$ cat src/rtl/vwx_pkg.sv
package vwx_pkg;

  localparam int unsigned NUM_PAIRS = 6;
  localparam logic [4:0]  OP_SGN_FIRST = 5'd4;
  localparam logic [4:0]  OP_SGN_LAST  = 5'd9;
  localparam logic [4:0]  OP_UNS_FIRST = 5'd10;
  localparam logic [4:0]  OP_UNS_LAST  = 5'd15;

  typedef struct packed {
    logic       legal;
    logic       sext;
    logic [2:0] pair;
  } vwx_dec_t;

  // Source element width of a width pair (index order follows opcode order).
  function automatic int unsigned pair_src_bits(input int unsigned p);
    case (p)
      0, 1, 2: return 8;
      3, 4:    return 16;
      default: return 32;
    endcase
  endfunction

  // Destination lane width of a width pair.
  function automatic int unsigned pair_dst_bits(input int unsigned p);
    case (p)
      0:       return 16;
      1, 3:    return 32;
      default: return 64;
    endcase
  endfunction

  // Opcode decode: legal flag, signedness and pair index.
  function automatic vwx_dec_t decode_op(input logic [4:0] op);
    vwx_dec_t d;
    d = '0;
    if (op >= OP_SGN_FIRST && op <= OP_SGN_LAST) begin
      d.legal = 1'b1;
      d.sext  = 1'b1;
      d.pair  = 3'(op - OP_SGN_FIRST);
    end else if (op >= OP_UNS_FIRST && op <= OP_UNS_LAST) begin
      d.legal = 1'b1;
      d.sext  = 1'b0;
      d.pair  = 3'(op - OP_UNS_FIRST);
    end
    return d;
  endfunction

  // Widen one element of sw bits (held right-aligned in raw) to 64 bits.
  function automatic logic [63:0] widen_elem(input logic [31:0] raw,
                                             input int unsigned sw,
                                             input logic sext);
    logic [63:0] keep;
    logic [63:0] res;
    keep = (64'd1 << sw) - 64'd1;
    res  = {32'd0, raw} & keep;
    if (sext && raw[sw-1]) res = res | ~keep;
    return res;
  endfunction

endpackage

$ cat src/rtl/vwx_decode.sv
module vwx_decode
  import vwx_pkg::*;
(
  input  logic [4:0]           op_code,
  output logic                 legal,
  output logic                 sext,
  output logic [NUM_PAIRS-1:0] pair_hot
);

  vwx_dec_t dec;

  always_comb begin
    dec      = decode_op(op_code);
    legal    = dec.legal;
    sext     = dec.sext;
    pair_hot = '0;
    if (dec.legal) pair_hot[dec.pair] = 1'b1;
  end

  always_comb begin
    assert (legal ? $onehot(pair_hot) : (pair_hot == '0)) else $error("AST_PAIR_ONEHOT");
  end

endmodule

$ cat src/rtl/vwx_lane_bank.sv
module vwx_lane_bank
  import vwx_pkg::*;
#(
  parameter int unsigned VLEN  = 256,
  parameter int unsigned SRC_W = 8,
  parameter int unsigned DST_W = 16
) (
  input  logic [VLEN-1:0] src,
  input  logic            sext,
  output logic [VLEN-1:0] dst
);

  localparam int unsigned LANES = VLEN / DST_W;

  for (genvar i = 0; i < LANES; i++) begin : g_lane
    logic [SRC_W-1:0] elem;
    logic [63:0]      wide;
    assign elem = src[i*SRC_W +: SRC_W];
    assign wide = widen_elem(32'(elem), SRC_W, sext);
    assign dst[i*DST_W +: DST_W] = wide[DST_W-1:0];
  end

endmodule

$ cat src/rtl/vwx_out_stage.sv
module vwx_out_stage #(
  parameter int unsigned VLEN      = 256,
  parameter bit          REGISTERED = 1'b1
) (
  input  logic            clk,
  input  logic            rst_n,
  input  logic            in_valid,
  input  logic [VLEN-1:0] res_in,
  input  logic            ill_in,
  output logic            out_valid,
  output logic [VLEN-1:0] res_out,
  output logic            ill_out
);

  if (REGISTERED) begin : g_reg
    logic            vld_q;
    logic [VLEN-1:0] res_q;
    logic            ill_q;
    always_ff @(posedge clk) begin
      if (!rst_n) begin
        vld_q <= 1'b0;
        res_q <= '0;
        ill_q <= 1'b0;
      end else begin
        vld_q <= in_valid;
        if (in_valid) begin
          res_q <= res_in;
          ill_q <= ill_in;
        end
      end
    end
    assign out_valid = vld_q;
    assign res_out   = res_q;
    assign ill_out   = ill_q;
  end else begin : g_comb
    assign out_valid = in_valid;
    assign res_out   = res_in;
    assign ill_out   = ill_in;
  end

endmodule

$ cat src/rtl/vec_widen_unit.sv
module vec_widen_unit
  import vwx_pkg::*;
#(
  parameter int unsigned VLEN       = 256,
  parameter bit          REGISTERED = 1'b1
) (
  input  logic            clk,
  input  logic            rst_n,
  input  logic            in_valid,
  input  logic [4:0]      op_code,
  input  logic [VLEN-1:0] src_vec,
  output logic            out_valid,
  output logic [VLEN-1:0] dst_vec,
  output logic            op_illegal
);

  logic                 dec_legal;
  logic                 dec_sext;
  logic [NUM_PAIRS-1:0] dec_hot;
  logic [VLEN-1:0]      bank_res [NUM_PAIRS];
  logic [VLEN-1:0]      wide_res;

  vwx_decode u_dec (
    .op_code  (op_code),
    .legal    (dec_legal),
    .sext     (dec_sext),
    .pair_hot (dec_hot)
  );

  for (genvar p = 0; p < NUM_PAIRS; p++) begin : g_pair
    vwx_lane_bank #(
      .VLEN  (VLEN),
      .SRC_W (pair_src_bits(p)),
      .DST_W (pair_dst_bits(p))
    ) u_bank (
      .src  (src_vec),
      .sext (dec_sext),
      .dst  (bank_res[p])
    );
  end

  // And-or select: an illegal opcode has no hot pair, so the result is zero.
  always_comb begin
    wide_res = '0;
    for (int p = 0; p < NUM_PAIRS; p++) begin
      if (dec_hot[p]) wide_res = wide_res | bank_res[p];
    end
  end

  vwx_out_stage #(
    .VLEN       (VLEN),
    .REGISTERED (REGISTERED)
  ) u_out (
    .clk       (clk),
    .rst_n     (rst_n),
    .in_valid  (in_valid),
    .res_in    (wide_res),
    .ill_in    (~dec_legal),
    .out_valid (out_valid),
    .res_out   (dst_vec),
    .ill_out   (op_illegal)
  );

  AST_ILLEGAL_ZERO: assert property (@(posedge clk) disable iff (!rst_n)
    (out_valid && op_illegal) |-> (dst_vec == '0));

  if (REGISTERED) begin : g_chk
    AST_VALID_LATENCY: assert property (@(posedge clk) disable iff (!rst_n)
      in_valid |=> out_valid);
    AST_IDLE_HOLD: assert property (@(posedge clk) disable iff (!rst_n)
      !in_valid |=> (!out_valid && $stable(dst_vec) && $stable(op_illegal)));
    AST_FLAG_MAP: assert property (@(posedge clk) disable iff (!rst_n)
      out_valid |-> (op_illegal == ($past(op_code) < 5'd4 || $past(op_code) > 5'd15)));
    AST_DB_SIGN_LANE0: assert property (@(posedge clk) disable iff (!rst_n)
      (out_valid && $past(op_code) == 5'd6) |->
      (dst_vec[63:0] == {{56{$past(src_vec[7])}}, $past(src_vec[7:0])}));
    AST_DUWU_ZERO_LANE0: assert property (@(posedge clk) disable iff (!rst_n)
      (out_valid && $past(op_code) == 5'd15) |->
      (dst_vec[63:0] == {32'd0, $past(src_vec[31:0])}));
  end

endmodule

$ cat config.mk
export PLATFORM = sky130hd
export DESIGN_NAME = vec_widen_unit
export DESIGN_NICKNAME = d
export VERILOG_FILES = /design/src/rtl/vwx_pkg.sv /design/src/rtl/vwx_decode.sv /design/src/rtl/vwx_lane_bank.sv /design/src/rtl/vwx_out_stage.sv /design/src/rtl/vec_widen_unit.sv
export SDC_FILE = /design/constraint.sdc
export NUM_CORES = 1
export LEC_CHECK = 0
export BUFFER_PORTS_ARGS = -buffer_cell sky130_fd_sc_hd__buf_2
export CAP_MARGIN = 15
export CORE_ASPECT_RATIO = 1.75
export CORE_MARGIN = 4
export CORE_UTILIZATION = 40
export DETAILED_ROUTE_END_ITERATION = 10
export HOLD_SLACK_MARGIN = 0.15
export PLACE_DENSITY_LB_ADDON = 0.05
export SYNTH_ARGS = -nofsm -noshare
export SYNTH_HDL_FRONTEND = slang
export SYNTH_HIERARCHICAL = 1
export SYNTH_SLANG_ARGS = --single-unit
export TNS_END_PERCENT = 50
$ cat constraint.sdc
create_clock -name clk -period 8.6 [get_ports clk]
set_input_delay 0.86 -clock clk [delete_from_list [all_inputs] [get_ports clk]]
set_output_delay 0.86 -clock clk [all_outputs]
set_load 0.05 [all_outputs]
==> results of run 1 <==
-- power by group --
part | internal, mW | switching (mW) | total [mW]
logic | 0.197 | 0.507 | 0.704
registers | 1.23 | 0.0196 | 1.25
clock network | 0.922 | 0.623 | 1.54
total | 2.35 | 1.15 | 3.50
-- cell usage in the layout (no fill, tap or decap), drive strengths merged, types with 4 or more instances in the layout --
cell / instances
nand3: 258
diode: 13
inv: 4
and2: 45
dfxtp: 258
clkbuf: 50
buf: 423
mux2i: 257
clkinv: 6
nor2b: 259
a22oi: 768
-- cell families (layout without fill, tap and decap cells) --
family                   count (synthesis)  in the layout
buffers and inverters                 1723            486
AO/OA/AOI/OAI                          780            780
AND/OR/NAND/NOR                        576            576
multiplexers                           258            258
flip-flops                             258            258
adder cells (fa/ha/maj)                  3              3
other                                    0             13
-- synth_stat cells --
master	instances
a311oi_4	1
ha_1	3
a21boi_0	2
o211ai_1	2
nor2b_1	259
buf_6	31
mux2i_1	257
nand4_1	1
a41o_1	1
nand2b_1	3
nor3_1	2
nand2_1	2
or3b_4	1
and4bb_2	1
buf_4	1523
nand4b_1	1
a2111oi_0	1
or2b_1	1
a22oi_1	768
nand3_1	258
mux2_4	1
buf_12	22
buf_8	2
clkbuf_1	29
buf_2	112
a21oi_1	3
inv_1	4
and2_2	12
a21o_2	2
dfxtp_1	258
and2_1	33
nor2_1	2
-- critical path: stages --
cell and delay (ns):
buf_2 0.18, inv_1 0.13, ha_1 0.34, or2b_1 0.23, a2111oi_0 0.52, mux2_8 0.76
buf_4 0.89, a22oi_1 0.22, nand3_1 0.19, mux2i_1 0.09, nor2b_1 0.15
-- worst max path at each step --
stage | from | endpoint | slack (ns) | cells after the start
final | op_code[1] | u_out/res_out[146] | 4.32 | 11
after detailed placement | op_code[1] | u_out/res_out[211] | 3.91 | 11
after global placement | op_code[1] | u_out/res_out[211] | 3.88 | 11
after floorplan | op_code[1] | u_out/res_out[232] | 4.85 | 10
after global routing | op_code[1] | u_out/res_out[179] | 4.15 | 11
after CTS | op_code[1] | u_out/res_out[211] | 4.52 | 11
-- sequential cells by signal (all words and copies together) (netlist names) --
| register | cells |
|---|---|
| u_out/ill_out | 1 |
| u_out/out_valid | 1 |
| u_out/res_out | 256 |
-- per-layer routing --
metal / wire length, um / global-route usage
met5: 54 / 0
met4: 2824 / 0.06625
met3: 6883 / 0.05570
met2: 42080 / 0.3450
met1: 36990 / 0.2712
-- area by class of cell --
cell class              count  area, um2  area share
multi-input cells        1617      11870      0.5470
flip-flops and latches    258       5165      0.2380
repair buffers            423       2291      0.1055
well taps                 938       1174     0.05407
clock buffers              50       1035     0.04767
clock inverters             9      120.1    0.005534
diodes                     13      32.53    0.001499
inverters                   4      15.01   0.0006917
-- through the flow --
stage                 util  std cells  cell area, um2  power (mW)
finish              0.2934       3312           21710       3.499
global route        0.2930       3301           21680       3.663
CTS                 0.2920       3296           21610       3.576
detailed placement  0.2764       3237           20450       1.982
global placement    0.2764       3237           20450       1.978
floorplan                -       3598           29900       2.209
==> flow_summary.toml, run 1 <==
[outcome]
outcome = "finished clean"

[global_routing]
grt_start_max_net_pins = 214
antenna_found_initial = 19
gr-total-overflow = 0
grt_usage = 0.2108
grt_pass1_wl_um = 130100
grt_pass1_vias = 18116

[floorplanning]
die-area_um2 = 79360
die_h_um = 369.7
core_area_um2 = 73990
start_util = 0.4041
design.portCount = 522
die_x_um = 214.7
num_rows = 132

[finish]
nets = 2606
fillCellCount = 7988
areaGrowthSynthToFinish_pct = -27.40
drive_above_1_share = 0.2143

[timing]
fin_ws_ns = 4.319
worstMarginPinSlew_ns = 1.367
clock.fmax_mhz = 233.6
final-hold-violation-count = 0
period_needed_ns = 4.281
skew_ns = 0
relSlewSlack = 0.08871
fin_crit_sh = 0.4978
setup-tns-final_ns = 0
drv_slew = 0
fin_hold_ws_ns = 0.5107
rsz0062_at_grt = "no"
finalSetupViolations = 0

[logic_synthesis]
post_synth_and_or_nand_nor_area_fraction = 0.1103
syn-mean-instance-area_um2 = 8.310
ys.warnings.count = 6
synth_top_area_cell = "buf_4"
ys_types = 32
syn-cell-area_um2 = 29900
yosys_register_bits = 258
synth_top_area_frac = 0.3824
synth_nets = 3865
syn_inst = 3598
synth-compound-area-share = 0.1964
synth_xor_area_frac = 0
ys_seq_area_frac = 0.1727
synth.area.top_cells = "buf_4 38%, a22oi_1 19%, dfxtp_1 17%"
synth_top_family_by_area = "buffers and inverters"
synthAdderAreaFrac = 0.001255
synth.area.mux_share = 0.08654

[clock_tree]
cts_setup_buffers = 0
clkSlewWorstSetupHoldPaths_ns = 0.06
htreeDepth = 2
cts_tree = "yes"
clock_path_buffers = 3
clock-sinks = 258
hold_buffers = 0
cts_root_buf = "clkbuf_16"
post_cts_resized = 0
cts_buffers = 35
clock_latency_ns = 0.56

[power]
power_density_nw_per_um2 = 161.2
power.leakage_nw = 8.772
ir_drop_uv = 127.3

[worst_setup_path]
worstSetupPathType = "primary input to flip-flop"
endpoint_kind = "flip-flop"
critPathLaunchType = "primary input"
reg2reg_from = "u_out/res_out[143]"
cp_data_arrival_time_ns = 4.77
worst_ep_required_time_ns = 9.09
crit-reg2reg-capture = "u_out/res_out[143]"
reg2reg_depth = 2
critPathMaxFanout = 106
rrSetupSlack_ns = 7.92

[flow_run]
maxCapViolCount = 0

[worst_hold_path]
hp-start = "u_out/res_out[108]"
min_path_cells = 2
hp-class = "flip-flop to flip-flop"
hold_path_end = "u_out/res_out[108]"

[placement]
gp_congestion = 0.7739
port_buffers = 393
place_ws_ns = 3.914
dp_hpwl_um = 55010

[detailed_routing]
drtIter0Drc = 2140
dr.pass1.iters = 7
drt-total-wl_um = 88820
drt-wirelength-per-cell_um = 26.82
drtAntennaViolNets = 0
num_vias = 19032
route.detailed.drc = 0
drt-vias-per-instance = 5.746
(Power assumes the default switching activity.)
==> run 2: changes to the inputs <==
--- a/config.mk
+++ b/config.mk
@@ -5,6 +5,7 @@
 export SDC_FILE = /design/constraint.sdc
 export NUM_CORES = 1
 export LEC_CHECK = 0
+export ABC_AREA = 1
 export BUFFER_PORTS_ARGS = -buffer_cell sky130_fd_sc_hd__buf_2
 export CAP_MARGIN = 15
 export CORE_ASPECT_RATIO = 1.75
==> constraint.sdc (replaced) <==
create_clock -name clk -period 4 [get_ports clk]
set_input_delay 0.4 -clock clk [delete_from_list [all_inputs] [get_ports clk]]
set_output_delay 0.4 -clock clk [all_outputs]
set_load 0.05 [all_outputs]
==> run 2 against run 1 <==
Effect of this change: total power rose by 140%; sequential share of layout area fell by 5.0 points; final area rose by 26%; utilization rose by 2.6 points; count of clock-buffer cells in the layout fell by 7; combinational power rose to 3.6 times the previous value; synthesized area rose by 16%; via count rose by 44%; worst hold slack got worse by 0.26 ns.
==> flow_summary.toml, run 2 <==
[clock_tree]
cts_root_buf = "clkbuf_16"
hold_buffers = 0
clock-sinks = 258
cts_tree = "yes"
cts_buffers = 31
clock_path_buffers = 3
cts_setup_buffers = 0
clkSlewWorstSetupHoldPaths_ns = 0.07
post_cts_resized = 0
htreeDepth = 1
clock_latency_ns = 0.61

[timing]
relSlewSlack = 0.3768
worstMarginPinSlew_ns = 0.9338
fin_crit_sh = 0.6506
fin_hold_ws_ns = 0.2499
skew_ns = 0
clock.fmax_mhz = 384.3
setup-tns-final_ns = 0
drv_slew = 0
rsz0062_at_grt = "no"
period_needed_ns = 2.602
finalSetupViolations = 0
fin_ws_ns = 1.398
final-hold-violation-count = 0

[logic_synthesis]
syn_inst = 6500
ys_types = 17
yosys_register_bits = 258
syn-cell-area_um2 = 34780
synth_flop_cell = "dfxtp_1"
ys.warnings.count = 6
synth_nets = 6767
ys_seq_area_frac = 0.1485
synth_top_cells_by_count = "3,125 x nand2_1, 1,513 x buf_4, 778 x nor2_1"
ys_async_sr_fraction = 0
synth_edf_count = 0
synth_top_area_cell = "nand2_1"
yosysMostFrequentCell = "nand2_1"
synth.area.top_cells = "nand2_1 34%, buf_4 33%, dfxtp_1 15%"
synth_top_area_frac = 0.3372
syn-mean-instance-area_um2 = 5.351

[detailed_routing]
drtAntennaViolNets = 0
drtIter0Drc = 1758
drt-wirelength-per-cell_um = 15.53
route.detailed.drc = 0
drt-total-wl_um = 99690
num_vias = 27409
dr.pass1.iters = 6
drt-vias-per-instance = 4.270

[finish]
final_common_cell = "nand2_1"
drive_above_1_share = 0.09874
layout_common_cells = "3,125 x nand2_1, 774 x nor2_1, 558 x inv_1, 391 x buf_2, 258 x dfxtp_1"
fin_cells = 6419
nets = 5499
largest_reg_flops = 256
final_util = 0.3189
final_area_um2 = 27420
areaGrowthSynthToFinish_pct = -21.16

[worst_setup_path]
worst_ep_required_time_ns = 4.54
crit_slowest_cell = "clkinv_1"
critical_path_buf_inv_count = 6
cp_data_arrival_time_ns = 3.14
cp_common_cell = "nand2_1"
critPathLaunchType = "primary input"
reg2reg_from = "u_out/res_out[218]"
critPathMaxStageDelay_ns = 0.66
crit-reg2reg-capture = "u_out/res_out[218]"
critPathMaxFanout = 25
critPathCapture = "u_out/res_out[39]"
reg2reg_depth = 2
critPathLaunch = "op_code[1]"
endpoint_kind = "flip-flop"
worstSetupPathType = "primary input to flip-flop"
path_cells = "buf_2 > inv_1 > ha_1 > a21oi_1 > nand2_1 > nand2_2 > inv_2 > nand2_1 > clkinv_1 > buf_4 > nand2_1 > nand2_1 > nor2_1 > nand2_1 > inv_1 > nand2_1 > nand2_1 > nor2_1"
rrSetupSlack_ns = 3.34
cp_top_family = "buffers and inverters"
worst-path-stages = 18

[placement]
port_buffers = 393
placed_area_um2 = 26370
dp_hpwl_um = 66170
gp_congestion = 0.7856
placed_cells = 6351
place_ws_ns = 0.7427

[global_routing]
grt_usage = 0.2079
grt_pass1_vias = 25254
grt_pass1_wl_um = 152200
grt_start_max_net_pins = 145
gr-total-overflow = 0
antenna_found_initial = 19

[outcome]
outcome = "finished clean"

[flow_run]
maxCapViolCount = 0

[floorplanning]
die-area_um2 = 91920
core_area_um2 = 85990
design.portCount = 522
die_h_um = 398.1
die_x_um = 230.9
start_util = 0.4045
num_rows = 142

[power]
ir_drop_uv = 350.8
power_density_nw_per_um2 = 303.0
power.leakage_nw = 16.74
total_power_mw = 8.310

[worst_hold_path]
hp-class = "primary input to flip-flop"
## run 2: cell types whose count changed after synthesis, sizes merged, moves of 257 or more
cell | before | now
a22oi | 768 | 0
nor2b | 259 | 0
mux2i | 257 | 0
inv | 4 | 564
nand2 | 2 | 3133
nor2 | 2 | 779
## run 2: cells by family (layout without fill, tap and decap cells)
family          Yosys count  count (layout)  share of synthesized area
fa+ha+maj                 3               3                   0.001079
compound gates            1               1                  0.0001438
flops                   258             258                     0.1485
buf+inv                2315            1071                     0.4257
other cells               0              11                          0
simple gates           3923            3923                     0.4246
## run 2: worst min-delay path by stage
stage	slack, ns	start	cells past startpoint	endpoint
after global placement	0.45	u_out/res_out[167]	2	u_out/res_out[167]
after floorplan	0.69	u_out/res_out[10]	2	u_out/res_out[10]
after detailed placement	0.46	u_out/res_out[148]	2	u_out/res_out[148]
final	0.25	src_vec[70]	9	u_out/res_out[134]
after CTS	0.20	src_vec[70]	9	u_out/res_out[134]
after global routing	0.28	src_vec[70]	9	u_out/res_out[134]
## run 2: worst register-to-register path: stages, from the launching register on
cell     delay [ns]
dfxtp_1        0.44
nor2_1         0.07
nor2_1         0.09
## run 2: area by class of cell
class,instances,area [um2]
clock buffers,43,900.9
diodes,11,27.53
flip-flops and latches,258,5165
fillers,10326,58570
multi-input cells,3927,14850
inverters,565,2121
repair buffers,449,2795
well taps,1152,1441
clock inverters,14,120.1
## run 2: per-layer routing
layer  vias up  share of wire  track usage  wire length (um)
met5         -        0.00039            0                39
met4         8          0.034      0.06814              3363
met3       118          0.059      0.03985              5916
met2       590           0.48       0.3613             47360
met1     11955           0.43       0.2575             43010
li1      14738              -            -                 -
## run 2: where the power goes
part | internal [mW] | switching [mW] | total [mW]
combinational | 0.608 | 1.94 | 2.55
clock | 1.63 | 1.30 | 2.93
sequential | 2.74 | 0.0922 | 2.83
total | 4.98 | 3.33 | 8.31
